===== config.mk =====
export PLATFORM = sky130hd
export DESIGN_NAME = audio_capture_ctrl
export DESIGN_NICKNAME = d
export VERILOG_FILES = /design/src/rtl/cap_pkg.sv /design/src/rtl/cap_packer.sv /design/src/rtl/cap_fifo.sv /design/src/rtl/cap_bufmgr.sv /design/src/rtl/audio_capture_ctrl.sv
export SDC_FILE = /design/constraint.sdc
export NUM_CORES = 2
export LEC_CHECK = 0
export BUFFER_PORTS_ARGS = -buffer_cell sky130_fd_sc_hd__buf_2
export CORE_UTILIZATION = 45
export DETAILED_ROUTE_END_ITERATION = 12
export HOLD_SLACK_MARGIN = 0.06
export SYNTH_ARGS = -nofsm -noshare
export SYNTH_HDL_FRONTEND = slang
export SYNTH_SLANG_ARGS = --single-unit

===== constraint.sdc =====
create_clock -name clk -period 4 [get_ports clk]
set_input_delay 0.8 -clock clk [delete_from_list [all_inputs] [get_ports clk]]
set_output_delay 0.8 -clock clk [all_outputs]
set_load 0.005 [all_outputs]

===== src/rtl/cap_pkg.sv =====
package cap_pkg;
  typedef enum logic [1:0] {
    MODE_S16 = 2'd0,
    MODE_S32 = 2'd1,
    MODE_RAW = 2'd2,
    MODE_RSV = 2'd3
  } cap_mode_e;

  localparam int unsigned REG_CTRL  = 0;
  localparam int unsigned REG_STAT  = 1;
  localparam int unsigned REG_BASE1 = 2;
  localparam int unsigned REG_SIZE1 = 3;
  localparam int unsigned REG_BASE2 = 4;
  localparam int unsigned REG_SIZE2 = 5;
endpackage


===== src/rtl/cap_packer.sv =====
module cap_packer
  import cap_pkg::*;
#(
  parameter int unsigned W = 32
) (
  input  logic         clk,
  input  logic         rst_n,
  input  logic         clr,
  input  cap_mode_e    mode,
  input  logic         in_valid,
  input  logic         in_chan,
  input  logic [W-1:0] in_data,
  output logic         word_valid,
  output logic [W-1:0] word
);
  localparam int unsigned HALF  = W / 2;
  localparam int unsigned BYTES = W / 8;
  localparam int unsigned BC_W  = $clog2(BYTES);

  logic [W-1:0]    hold_q, hold_d;
  logic [BC_W-1:0] bcnt_q, bcnt_d;
  logic            pend_q, pend_d;

  always_comb begin
    hold_d     = hold_q;
    bcnt_d     = bcnt_q;
    pend_d     = pend_q;
    word_valid = 1'b0;
    word       = in_data;
    if (clr) begin
      pend_d = 1'b0;
      bcnt_d = '0;
    end else if (in_valid) begin
      case (mode)
        MODE_S16: begin
          if (!in_chan) begin
            hold_d[HALF-1:0] = in_data[HALF-1:0];
            pend_d           = 1'b1;
          end else if (pend_q) begin
            word       = {hold_q[HALF-1:0], in_data[HALF-1:0]};
            word_valid = 1'b1;
            pend_d     = 1'b0;
          end
        end
        MODE_RAW: begin
          hold_d[{bcnt_q, 3'b000} +: 8] = in_data[7:0];
          if (bcnt_q == BC_W'(BYTES - 1)) begin
            word       = {in_data[7:0], hold_q[W-9:0]};
            word_valid = 1'b1;
            bcnt_d     = '0;
          end else begin
            bcnt_d = bcnt_q + 1'b1;
          end
        end
        default: word_valid = 1'b1;
      endcase
    end
  end

  always_ff @(posedge clk or negedge rst_n) begin
    if (!rst_n) begin
      bcnt_q <= '0;
      pend_q <= 1'b0;
    end else begin
      bcnt_q <= bcnt_d;
      pend_q <= pend_d;
    end
  end

  always_ff @(posedge clk) begin
    hold_q <= hold_d;
  end
endmodule


===== src/rtl/cap_fifo.sv =====
module cap_fifo #(
  parameter int unsigned W     = 32,
  parameter int unsigned DEPTH = 32,
  parameter int unsigned CNT_W = $clog2(DEPTH + 1)
) (
  input  logic             clk,
  input  logic             rst_n,
  input  logic             push,
  input  logic [W-1:0]     wdata,
  input  logic             pop,
  output logic [W-1:0]     rdata,
  output logic [CNT_W-1:0] count,
  output logic             full
);
  localparam int unsigned PTR_W = $clog2(DEPTH);

  logic [W-1:0]     mem_q [DEPTH];
  logic [PTR_W-1:0] wr_q, wr_d, rd_q, rd_d;
  logic [CNT_W-1:0] cnt_d;

  assign rdata = mem_q[rd_q];
  assign full  = (count == CNT_W'(DEPTH));

  always_comb begin
    wr_d  = push ? PTR_W'((32'(wr_q) + 1) % DEPTH) : wr_q;
    rd_d  = pop  ? PTR_W'((32'(rd_q) + 1) % DEPTH) : rd_q;
    cnt_d = count;
    if (push && !pop)      cnt_d = count + 1'b1;
    else if (pop && !push) cnt_d = count - 1'b1;
  end

  always_ff @(posedge clk or negedge rst_n) begin
    if (!rst_n) begin
      wr_q  <= '0;
      rd_q  <= '0;
      count <= '0;
    end else begin
      wr_q  <= wr_d;
      rd_q  <= rd_d;
      count <= cnt_d;
    end
  end

  always_ff @(posedge clk) begin
    if (push) mem_q[wr_q] <= wdata;
  end
endmodule


===== src/rtl/cap_bufmgr.sv =====
module cap_bufmgr #(
  parameter int unsigned AW          = 32,
  parameter int unsigned W           = 32,
  parameter int unsigned BURST_WORDS = 16,
  parameter int unsigned CNT_W       = 6
) (
  input  logic             clk,
  input  logic             rst_n,
  input  logic [AW-1:0]    base1,
  input  logic [AW-1:0]    size1,
  input  logic [AW-1:0]    base2,
  input  logic [AW-1:0]    size2,
  input  logic [CNT_W-1:0] fifo_cnt,
  input  logic             mem_gnt,
  input  logic [1:0]       release_buf,
  output logic             mem_req,
  output logic [AW-1:0]    mem_addr,
  output logic             beat,
  output logic [1:0]       buf_full,
  output logic             ovr_evt,
  output logic             gnt_take
);
  localparam int unsigned BURST_BYTES = BURST_WORDS * W / 8;
  localparam int unsigned BEAT_W      = $clog2(BURST_WORDS);

  logic              stream_q, stream_d;
  logic [BEAT_W-1:0] bcnt_q, bcnt_d;
  logic              sel_q, sel_d;
  logic [AW-1:0]     off_q, off_d, next_off, cur_size;
  logic [1:0]        full_d;
  logic              ready, last;

  assign ready    = !stream_q && (fifo_cnt >= CNT_W'(BURST_WORDS));
  assign mem_req  = ready && !buf_full[sel_q];
  assign ovr_evt  = ready && buf_full[sel_q];
  assign gnt_take = mem_req && mem_gnt;
  assign mem_addr = (sel_q ? base2 : base1) + off_q;
  assign beat     = stream_q;
  assign last     = stream_q && (bcnt_q == BEAT_W'(BURST_WORDS - 1));
  assign next_off = off_q + AW'(BURST_BYTES);
  assign cur_size = sel_q ? size2 : size1;

  always_comb begin
    stream_d = stream_q;
    bcnt_d   = bcnt_q;
    sel_d    = sel_q;
    off_d    = off_q;
    full_d   = buf_full & ~release_buf;
    if (last) begin
      stream_d = 1'b0;
      bcnt_d   = '0;
      if (next_off >= cur_size) begin
        full_d[sel_q] = 1'b1;
        sel_d         = ~sel_q;
        off_d         = '0;
      end else begin
        off_d = next_off;
      end
    end else if (stream_q) begin
      bcnt_d = bcnt_q + 1'b1;
    end else if (gnt_take) begin
      stream_d = 1'b1;
      bcnt_d   = '0;
    end
  end

  always_ff @(posedge clk or negedge rst_n) begin
    if (!rst_n) begin
      stream_q <= 1'b0;
      bcnt_q   <= '0;
      sel_q    <= 1'b0;
      off_q    <= '0;
      buf_full <= '0;
    end else begin
      stream_q <= stream_d;
      bcnt_q   <= bcnt_d;
      sel_q    <= sel_d;
      off_q    <= off_d;
      buf_full <= full_d;
    end
  end
endmodule


===== src/rtl/audio_capture_ctrl.sv =====
module audio_capture_ctrl
  import cap_pkg::*;
#(
  parameter int unsigned DW          = 32,
  parameter int unsigned AW          = 32,
  parameter int unsigned RA_W        = 3,
  parameter int unsigned FIFO_DEPTH  = 32,
  parameter int unsigned BURST_WORDS = 16
) (
  input  logic            clk,
  input  logic            rst_n,
  input  logic            reg_wr_en,
  input  logic [RA_W-1:0] reg_addr,
  input  logic [DW-1:0]   reg_wdata,
  output logic [DW-1:0]   reg_rdata,
  input  logic            smp_valid,
  input  logic            smp_chan,
  input  logic [DW-1:0]   smp_data,
  output logic            mem_req,
  input  logic            mem_gnt,
  output logic [AW-1:0]   mem_addr,
  output logic            mem_wvalid,
  output logic [DW-1:0]   mem_wdata,
  output logic            irq
);
  localparam int unsigned CNT_W = $clog2(FIFO_DEPTH + 1);

  logic          en_q, en_d;
  cap_mode_e     mode_q, mode_d;
  logic [3:0]    ie_q, ie_d;
  logic [AW-1:0] base1_q, base1_d, size1_q, size1_d;
  logic [AW-1:0] base2_q, base2_d, size2_q, size2_d;
  logic          bw_q, bw_d, ovr_q, ovr_d;
  logic          hbw_q, hbw_d, hovr_q, hovr_d;

  logic             wr_ctrl, wr_stat, sampling;
  logic [1:0]       release_buf, buf_full;
  logic             word_valid, fifo_push, fifo_full, beat;
  logic [DW-1:0]    word;
  logic [CNT_W-1:0] fifo_cnt;
  logic             bw_evt, ovr_evt, gnt_take;
  logic [3:0]       flags;

  assign wr_ctrl     = reg_wr_en && (reg_addr == RA_W'(REG_CTRL));
  assign wr_stat     = reg_wr_en && (reg_addr == RA_W'(REG_STAT));
  assign release_buf = wr_stat ? reg_wdata[1:0] : 2'b00;
  assign sampling    = en_q && !hbw_q && !hovr_q;
  assign fifo_push   = word_valid && (!fifo_full || beat);
  assign bw_evt      = word_valid && fifo_full && !beat;
  assign flags       = {ovr_q, bw_q, buf_full};
  assign irq         = |(flags & ie_q);
  assign mem_wvalid  = beat;

  cap_packer #(.W(DW)) u_pack (
    .clk(clk), .rst_n(rst_n), .clr(!sampling), .mode(mode_q),
    .in_valid(smp_valid && sampling), .in_chan(smp_chan), .in_data(smp_data),
    .word_valid(word_valid), .word(word)
  );

  cap_fifo #(.W(DW), .DEPTH(FIFO_DEPTH), .CNT_W(CNT_W)) u_fifo (
    .clk(clk), .rst_n(rst_n), .push(fifo_push), .wdata(word), .pop(beat),
    .rdata(mem_wdata), .count(fifo_cnt), .full(fifo_full)
  );

  cap_bufmgr #(.AW(AW), .W(DW), .BURST_WORDS(BURST_WORDS), .CNT_W(CNT_W)) u_buf (
    .clk(clk), .rst_n(rst_n), .base1(base1_q), .size1(size1_q),
    .base2(base2_q), .size2(size2_q), .fifo_cnt(fifo_cnt), .mem_gnt(mem_gnt),
    .release_buf(release_buf), .mem_req(mem_req), .mem_addr(mem_addr),
    .beat(beat), .buf_full(buf_full), .ovr_evt(ovr_evt), .gnt_take(gnt_take)
  );

  always_comb begin
    case (32'(reg_addr))
      REG_CTRL:  reg_rdata = DW'({ie_q, 1'b0, mode_q, en_q});
      REG_STAT:  reg_rdata = DW'(flags);
      REG_BASE1: reg_rdata = DW'(base1_q);
      REG_SIZE1: reg_rdata = DW'(size1_q);
      REG_BASE2: reg_rdata = DW'(base2_q);
      REG_SIZE2: reg_rdata = DW'(size2_q);
      default:   reg_rdata = '0;
    endcase
  end

  always_comb begin
    en_d    = en_q;
    mode_d  = mode_q;
    ie_d    = ie_q;
    base1_d = base1_q;
    size1_d = size1_q;
    base2_d = base2_q;
    size2_d = size2_q;
    if (wr_ctrl) begin
      en_d   = reg_wdata[0];
      mode_d = cap_mode_e'(reg_wdata[2:1]);
      ie_d   = reg_wdata[7:4];
    end
    if (reg_wr_en && reg_addr == RA_W'(REG_BASE1)) base1_d = reg_wdata[AW-1:0];
    if (reg_wr_en && reg_addr == RA_W'(REG_SIZE1)) size1_d = reg_wdata[AW-1:0];
    if (reg_wr_en && reg_addr == RA_W'(REG_BASE2)) base2_d = reg_wdata[AW-1:0];
    if (reg_wr_en && reg_addr == RA_W'(REG_SIZE2)) size2_d = reg_wdata[AW-1:0];
    bw_d   = bw_evt  ? 1'b1 : ((wr_stat && reg_wdata[2]) ? 1'b0 : bw_q);
    ovr_d  = ovr_evt ? 1'b1 : ((wr_stat && reg_wdata[3]) ? 1'b0 : ovr_q);
    hbw_d  = gnt_take ? 1'b0 : (bw_evt ? 1'b1 : hbw_q);
    hovr_d = (|release_buf) ? 1'b0 : (ovr_evt ? 1'b1 : hovr_q);
  end

  always_ff @(posedge clk or negedge rst_n) begin
    if (!rst_n) begin
      en_q    <= 1'b0;
      mode_q  <= MODE_S16;
      ie_q    <= '0;
      base1_q <= '0;
      size1_q <= '0;
      base2_q <= '0;
      size2_q <= '0;
      bw_q    <= 1'b0;
      ovr_q   <= 1'b0;
      hbw_q   <= 1'b0;
      hovr_q  <= 1'b0;
    end else begin
      en_q    <= en_d;
      mode_q  <= mode_d;
      ie_q    <= ie_d;
      base1_q <= base1_d;
      size1_q <= size1_d;
      base2_q <= base2_d;
      size2_q <= size2_d;
      bw_q    <= bw_d;
      ovr_q   <= ovr_d;
      hbw_q   <= hbw_d;
      hovr_q  <= hovr_d;
    end
  end
endmodule


# ---- Word level (Yosys, flattened, before mapping)
# Memory sizes are Yosys's and may differ from the RTL's.
# Index checks and enable logic that the tools add are counted.
dict set report totals {
  mem_count 1
  word_cells 154
  register_bits 230
  ramBits 1024
  output_inout_bits 99
  inputBits 73
  rom_bits 0
  latchBits 0
}
dict set report op_classes {
  mul 0
  n_shift 2
  n_div 0
  n_lt_le_gt_ge 4
  addsub 9
  reduce_logical 45
  eq_ne 13
  n_bitwise 5
  muxes 52
}
# name depth width rd rd_clocked_by_memory_dff write_ports line
set memory_table {}
lappend memory_table {u_fifo.mem_q 32 32 1 0 1 cap_fifo.sv:17} ;# logic [W-1:0] mem_q [DEPTH];
# cell count
set op_table {}
lappend op_table {{$mux 32} 8}
lappend op_table {{$pmux 32 s6} 1}
lappend op_table {{$pmux 32 s2} 1}
lappend op_table {{$add 32x32->32} 1}
lappend op_table {{$add 32x7->32 const B} 1}
lappend op_table {{$bwmux 32} 1}
lappend op_table {{$ge 32x32->1} 1}
lappend op_table {{$pmux 16 s2} 1}
lappend op_table {{$shift 8x7->32 const A} 1}
lappend op_table {{$shiftx 8x7->32} 1}
lappend op_table {{$mux 1} 25}
lappend op_table {{$logic_and 1x1->1} 22}
lappend op_table {{$mux 16} 1}
lappend op_table {{$mux 2} 7}
lappend op_table {{$mux 4} 3}
lappend op_table {{$mux 6} 2}
lappend op_table {{$reduce_bool 2->1} 6}
lappend op_table {{$add 5x1->5 const B} 2}
lappend op_table {{$neg 5->7} 1}
lappend op_table {{$add 6x1->6 const B} 1}
lappend op_table {{$eq 3x2->1 const B} 2}
lappend op_table {{$eq 3x3->1 const B} 2}
lappend op_table {{$eq 6x6->1 const B} 1}
lappend op_table {{$ge 6x5->1 const B} 1}
lappend op_table {{other kinds (27)} 37}

# ---- Longest topological paths before layout
dict set report logic_depth {
  ltp_word 11
  mapped_depth 17
}

# ---- Cells and area by module
# A second synthesis with hierarchy kept.
dict set report unflattened {
  hier_cells 2957
  area_unflattened_um2 52599.2
}
# module cells_per_inst instances area_per_inst_um2
set modules_own_cells {}
lappend modules_own_cells {cap_fifo 1800 1 39763.1}
lappend modules_own_cells {audio_capture_ctrl 445 1 6357.3}
lappend modules_own_cells {cap_bufmgr 558 1 4636.9}
lappend modules_own_cells {cap_packer 154 1 1841.8}

# ---- Worst setup path after synthesis
# No wires, ideal clock.
dict set report synth_path {
  kind {reg2out}
  startpoint {reg u_buf.sel_q}
  endpoint {out mem_addr[30]}
  required_ns 3.200
  arrival_ns 3.071
  path_stages_with_launch 12
  setup_slack_ns 0.129
  cell_sequence {dfrtp_1 buf_2 buf_1 mux2_2 ha_1 a21oi_1 o211a_1 or2_1 a211oi_2 o2111ai_1 a2111oi_0 nor3_1}
}
dict set report synth_via {
  elab_chain_len 2
}
# element line
set synth_rtl {}
lappend synth_rtl {{start, declared} cap_bufmgr.sv:28} ;# logic sel_q, sel_d;
lappend synth_rtl {{start signal, assigned} cap_bufmgr.sv:77} ;# sel_q <= sel_d;
lappend synth_rtl {{$mux 32} cap_bufmgr.sv:37} ;# assign mem_addr = (sel_q ? base2 : base1) + off_q;
lappend synth_rtl {{$add 32x32->32} cap_bufmgr.sv:37}
lappend synth_rtl {{end, declared} audio_capture_ctrl.sv:21} ;# output logic [AW-1:0] mem_addr,
# No other way between the ends.

# ---- Final worst setup path
dict set report layout_path {
  startpoint {reg u_buf.sel_q}
  endpoint {out mem_addr[22]}
}
# The elaborated chain is that of the path after synthesis.

==> metrics.md <==
| Metric | Value |
|---|---|
| Cell variety after synth | `70` |
| Cells along the critical path | `buf_6 -> mux2_4 -> ha_4 -> nand2_4 -> o211a_4 -> or2_4 -> a211oi_4 -> o2111ai_4 -> buf_6 -> nand2_4 -> xor2_2 -> buf_2` |
| Hold/Removal Path Class | `input port to async pin` |
| DRT antenna net count | `0` |
| Initial Util | `45.47%` |
| Failing checks | `DRC, setup timing` |
| P per Cell Area | `657.1 nW/µm²` |
| Critical Path Fanout Max | `4` |
| Gp weighted congestion | `0.8905` |
| Period Utilization, post-route | `110.6%` |
| Placed Area | `56530 µm²` |
| Status | `complete, but fails checks` |
| # nets final | `3368` |
| Final setup viols | `25` |
| Max Clock Freq | `0.2260 GHz` |
| Peak VDD IR | `0.3757 mV` |
| Filler cell count | `8718` |
| CP Launch Type | `flop` |
| Leak Pwr | `22.27 nW` |
| Root Buffer | `clkbuf_16` |
| Port bufs | `171` |
| Synth warn | `0` |
| CTS buffer count | `133` |
| H-tree depth | `4` |
| Crit Path Class | `flop to primary output` |
| Psw | `0.01199 W` |
| P_int | `0.02949 W` |
| Synth area leaders | `edfxtp_1 (60%), mux4_2 (14%), dfrtp_1 (9.2%), mux2_2 (4.3%), ha_1 (1.6%)` |
| Skew final | `0.03475 ns` |
| HPWL Detailed | `83600 µm` |
| Max incr delay on CP | `0.49 ns` |
| Vias | `28850` |
| Gate power share | `33.5%` |
| Sequential cell area fraction in the yosys report | `69.58%` |
| Most common cell after layout, fill and taps aside | `edfxtp_1` |
| Final WL | `139400 µm` |
| Register share of total power | `37.0%` |
| EDFF count, synth | `1048` |
| Leading area contributor after synthesis | `edfxtp_1` |
| Most frequent cells in the layout | `edfxtp_1 (1048), mux4_2 (320), buf_4 (193)` |
| Mean post-synth cell area | `18.75 µm²` |
| Synth Flop Type | `edfxtp_1` |
| DIE HEIGHT | `342.4 µm` |
| Sw Share | `28.91%` |
| CTS tree | `yes` |
| CTS Buffer Depth | `3` |
| Core area | `114700 µm²` |
| Row count | `124` |
| Post-Synthesis Cells | `2781` |
| Max-slew headroom | `18.46%` |
| Die area | `117200 µm²` |
| Total gr overflow | `0` |
| Final Hold Fails | `0` |
| Worst-Skew Late Latency | `0.75 ns` |
| Critical Path RT | `3.20 ns` |
| Overall power | `0.04149 W` |
| Max Cap Viol | `0` |
| Initial antenna violation count | `2` |
| Drt drc | `16` |
| Fraction of layout cells with a size suffix above 1 | `38.79%` |
| Die width | `342.4 µm` |
| Finished Cell Area | `63130 µm²` |
| Slew of the pin with the lowest slew margin | `1.220 ns` |
| Drt via density | `5.953` |
| Wire length per cell | `28.77 µm` |
| All-Layer GR Usage | `24.05%` |
| Post-CTS Hold Buffers | `0` |
| Iteration-0 DRC Markers | `2886` |
| Largest net degree at the start of global routing | `83` |
| Vias in the first global route | `29940` |
| Final slew viol count | `0` |
| Post-Syn Nets | `2923` |
| RSZ-0062 raised after global routing | `yes` |
| Area grow syn2layout | `21.09%` |
| Worst Path Buf+Inv | `3` |
| Async SR Flop Fraction | `15.48%` |
| Yosys reg bits | `1240` |
| Worst Setup Slack, final | `-0.4253 ns` |
| Cell family with most CP delay | `compound AO/OA/AOI/OAI gates` |
| Crit. End Element | `primary output` |
| Clock share of power | `29.5%` |
| DRT Pass-1 Iters | `11` |
| Post-route minimum period | `4.425 ns` |
| Top cell type's share of synthesized area | `60.36%` |
| Synthesized area | `52140 µm²` |
| Crit path DAT | `3.63 ns` |
| Clock Pin Slew Worst Setup and Hold Paths | `0.06 ns` |
| Max stage delay cell, worst path | `dfrtp_4` |
| I/O Pins | `172` |
| First-pass GRT wire length | `203700 µm` |
| Clock Sinks | `1240` |
[metal layers]
layer,up-vias,routed length (µm),global-route usage (%),share of wire (%)
met4,2,3192,7.050,2.3
met3,201,7525,3.368,5.4
li1,12200,-,-,-
met5,-,11,0,0.0079
met1,15400,56980,32.20,41
met2,1048,71730,40.97,51
[metrics by stage]
step / TNS [ns] / instances / hold slack [ns] / utilization [%] / setup WS, ns
floorplan: 0 / 2781 / 0.4561 / - / 0.1287
global placement: 0 / 4531 / 0.4805 / 49.30 / 0.03401
detailed placement: -0.001159 / 4531 / 0.4854 / 49.30 / -0.001159
CTS: -7.579 / 4840 / 0.1039 / 54.92 / -0.4634
global route: -8.199 / 4845 / 0.1526 / 55.06 / -0.5501
finish: -5.097 / 4846 / 0.1000 / 55.06 / -0.4253
[cell type report]
cell class | count | area (µm²) | area share [%]
flip-flops and latches | 1240 | 36290 | 57.49
multi-input cells | 1363 | 16020 | 25.38
repair buffers | 460 | 4473 | 7.085
clock buffers | 172 | 3558 | 5.637
well taps | 1512 | 1892 | 2.997
clock inverters | 70 | 783.3 | 1.241
inverters | 28 | 105.1 | 0.1665
diodes | 1 | 2.502 | 0.003964
[worst paths after layout]
check,startpoint,endpoint,slack [ns],cells past startpoint
max,u_buf.sel_q,mem_addr[22],-0.43,12
min,rst_n,base2_q[5],0.10,1
max reg2reg,u_buf.off_q[15],u_buf.buf_full[0],0.26,15
min reg2reg,hovr_q,hovr_q,0.49,1
max in group asynchronous,rst_n,u_fifo.count[3],3.03,2
min in group clk,reg_wdata[13],base2_q[13],0.34,2
[cell families (layout without fill, tap and decap cells)]
group | count (synthesis) | after routing | synth area share (%)
AO/OA/AOI/OAI | 265 | 265 | 3.578
XOR/XNOR | 66 | 66 | 1.123
adder cells (fa/ha/maj) | 69 | 69 | 1.670
buffers and inverters | 178 | 730 | 1.550
flip-flops | 1240 | 1240 | 69.58
multiplexers | 561 | 561 | 18.93
other | 1 | 2 | 0.007193
AND/OR/NAND/NOR | 401 | 401 | 3.564
[state kept, by name, indices dropped and copies added, names as in the netlist, 2 cells and up]
name	count
base1_q	32
base2_q	32
u_fifo.count	6
u_pack.hold_q	24
u_fifo.rd_q	5
u_fifo.wr_q	5
u_buf.bcnt_q	4
size2_q	32
mode_q	2
u_pack.bcnt_q	2
size1_q	32
u_buf.off_q	26
ie_q	4
u_buf.buf_full	2
u_fifo.mem_q	1024
[cells in the mapped netlist, types with 15 or more instances]
cell,number
mux2_2,199
nor3_1,15
a22oi_1,61
inv_1,28
o21ai_0,43
buf_4,21
nor2_1,77
ha_1,68
a21o_1,30
dfrtp_1,192
xnor2_1,43
a21oi_1,44
xor2_1,22
mux4_2,320
buf_1,23
edfxtp_1,1048
clkbuf_1,87
and2_1,19
nand3_1,32
nand4_1,21
nand2_1,182
mux2i_1,42
[power by group through the flow]
stage	Clock, W	Sequential (W)	Combinational (W)
5_1_grt	0.0130	0.0154	0.0147
3_3_place_gp	0	0.0156	0.0110
3_5_place_dp	0	0.0157	0.0112
2_1_floorplan	0	0.0152	0.00743
6_report	0.0122	0.0153	0.0139
4_1_cts	0.0125	0.0153	0.0140
[what timing repair did]
| item | 4_1_cts | 5_1_grt |
|---|---|---|
| pin swaps | 38 | 30 |
| cloned | 26 | 3 |
| resized for setup | 217 | 46 |
| setup buffers | 49 | 12 |
| endpoints found under the setup margin | 50 | 64 |
Note: power is estimated with default switching activity, not from simulation.
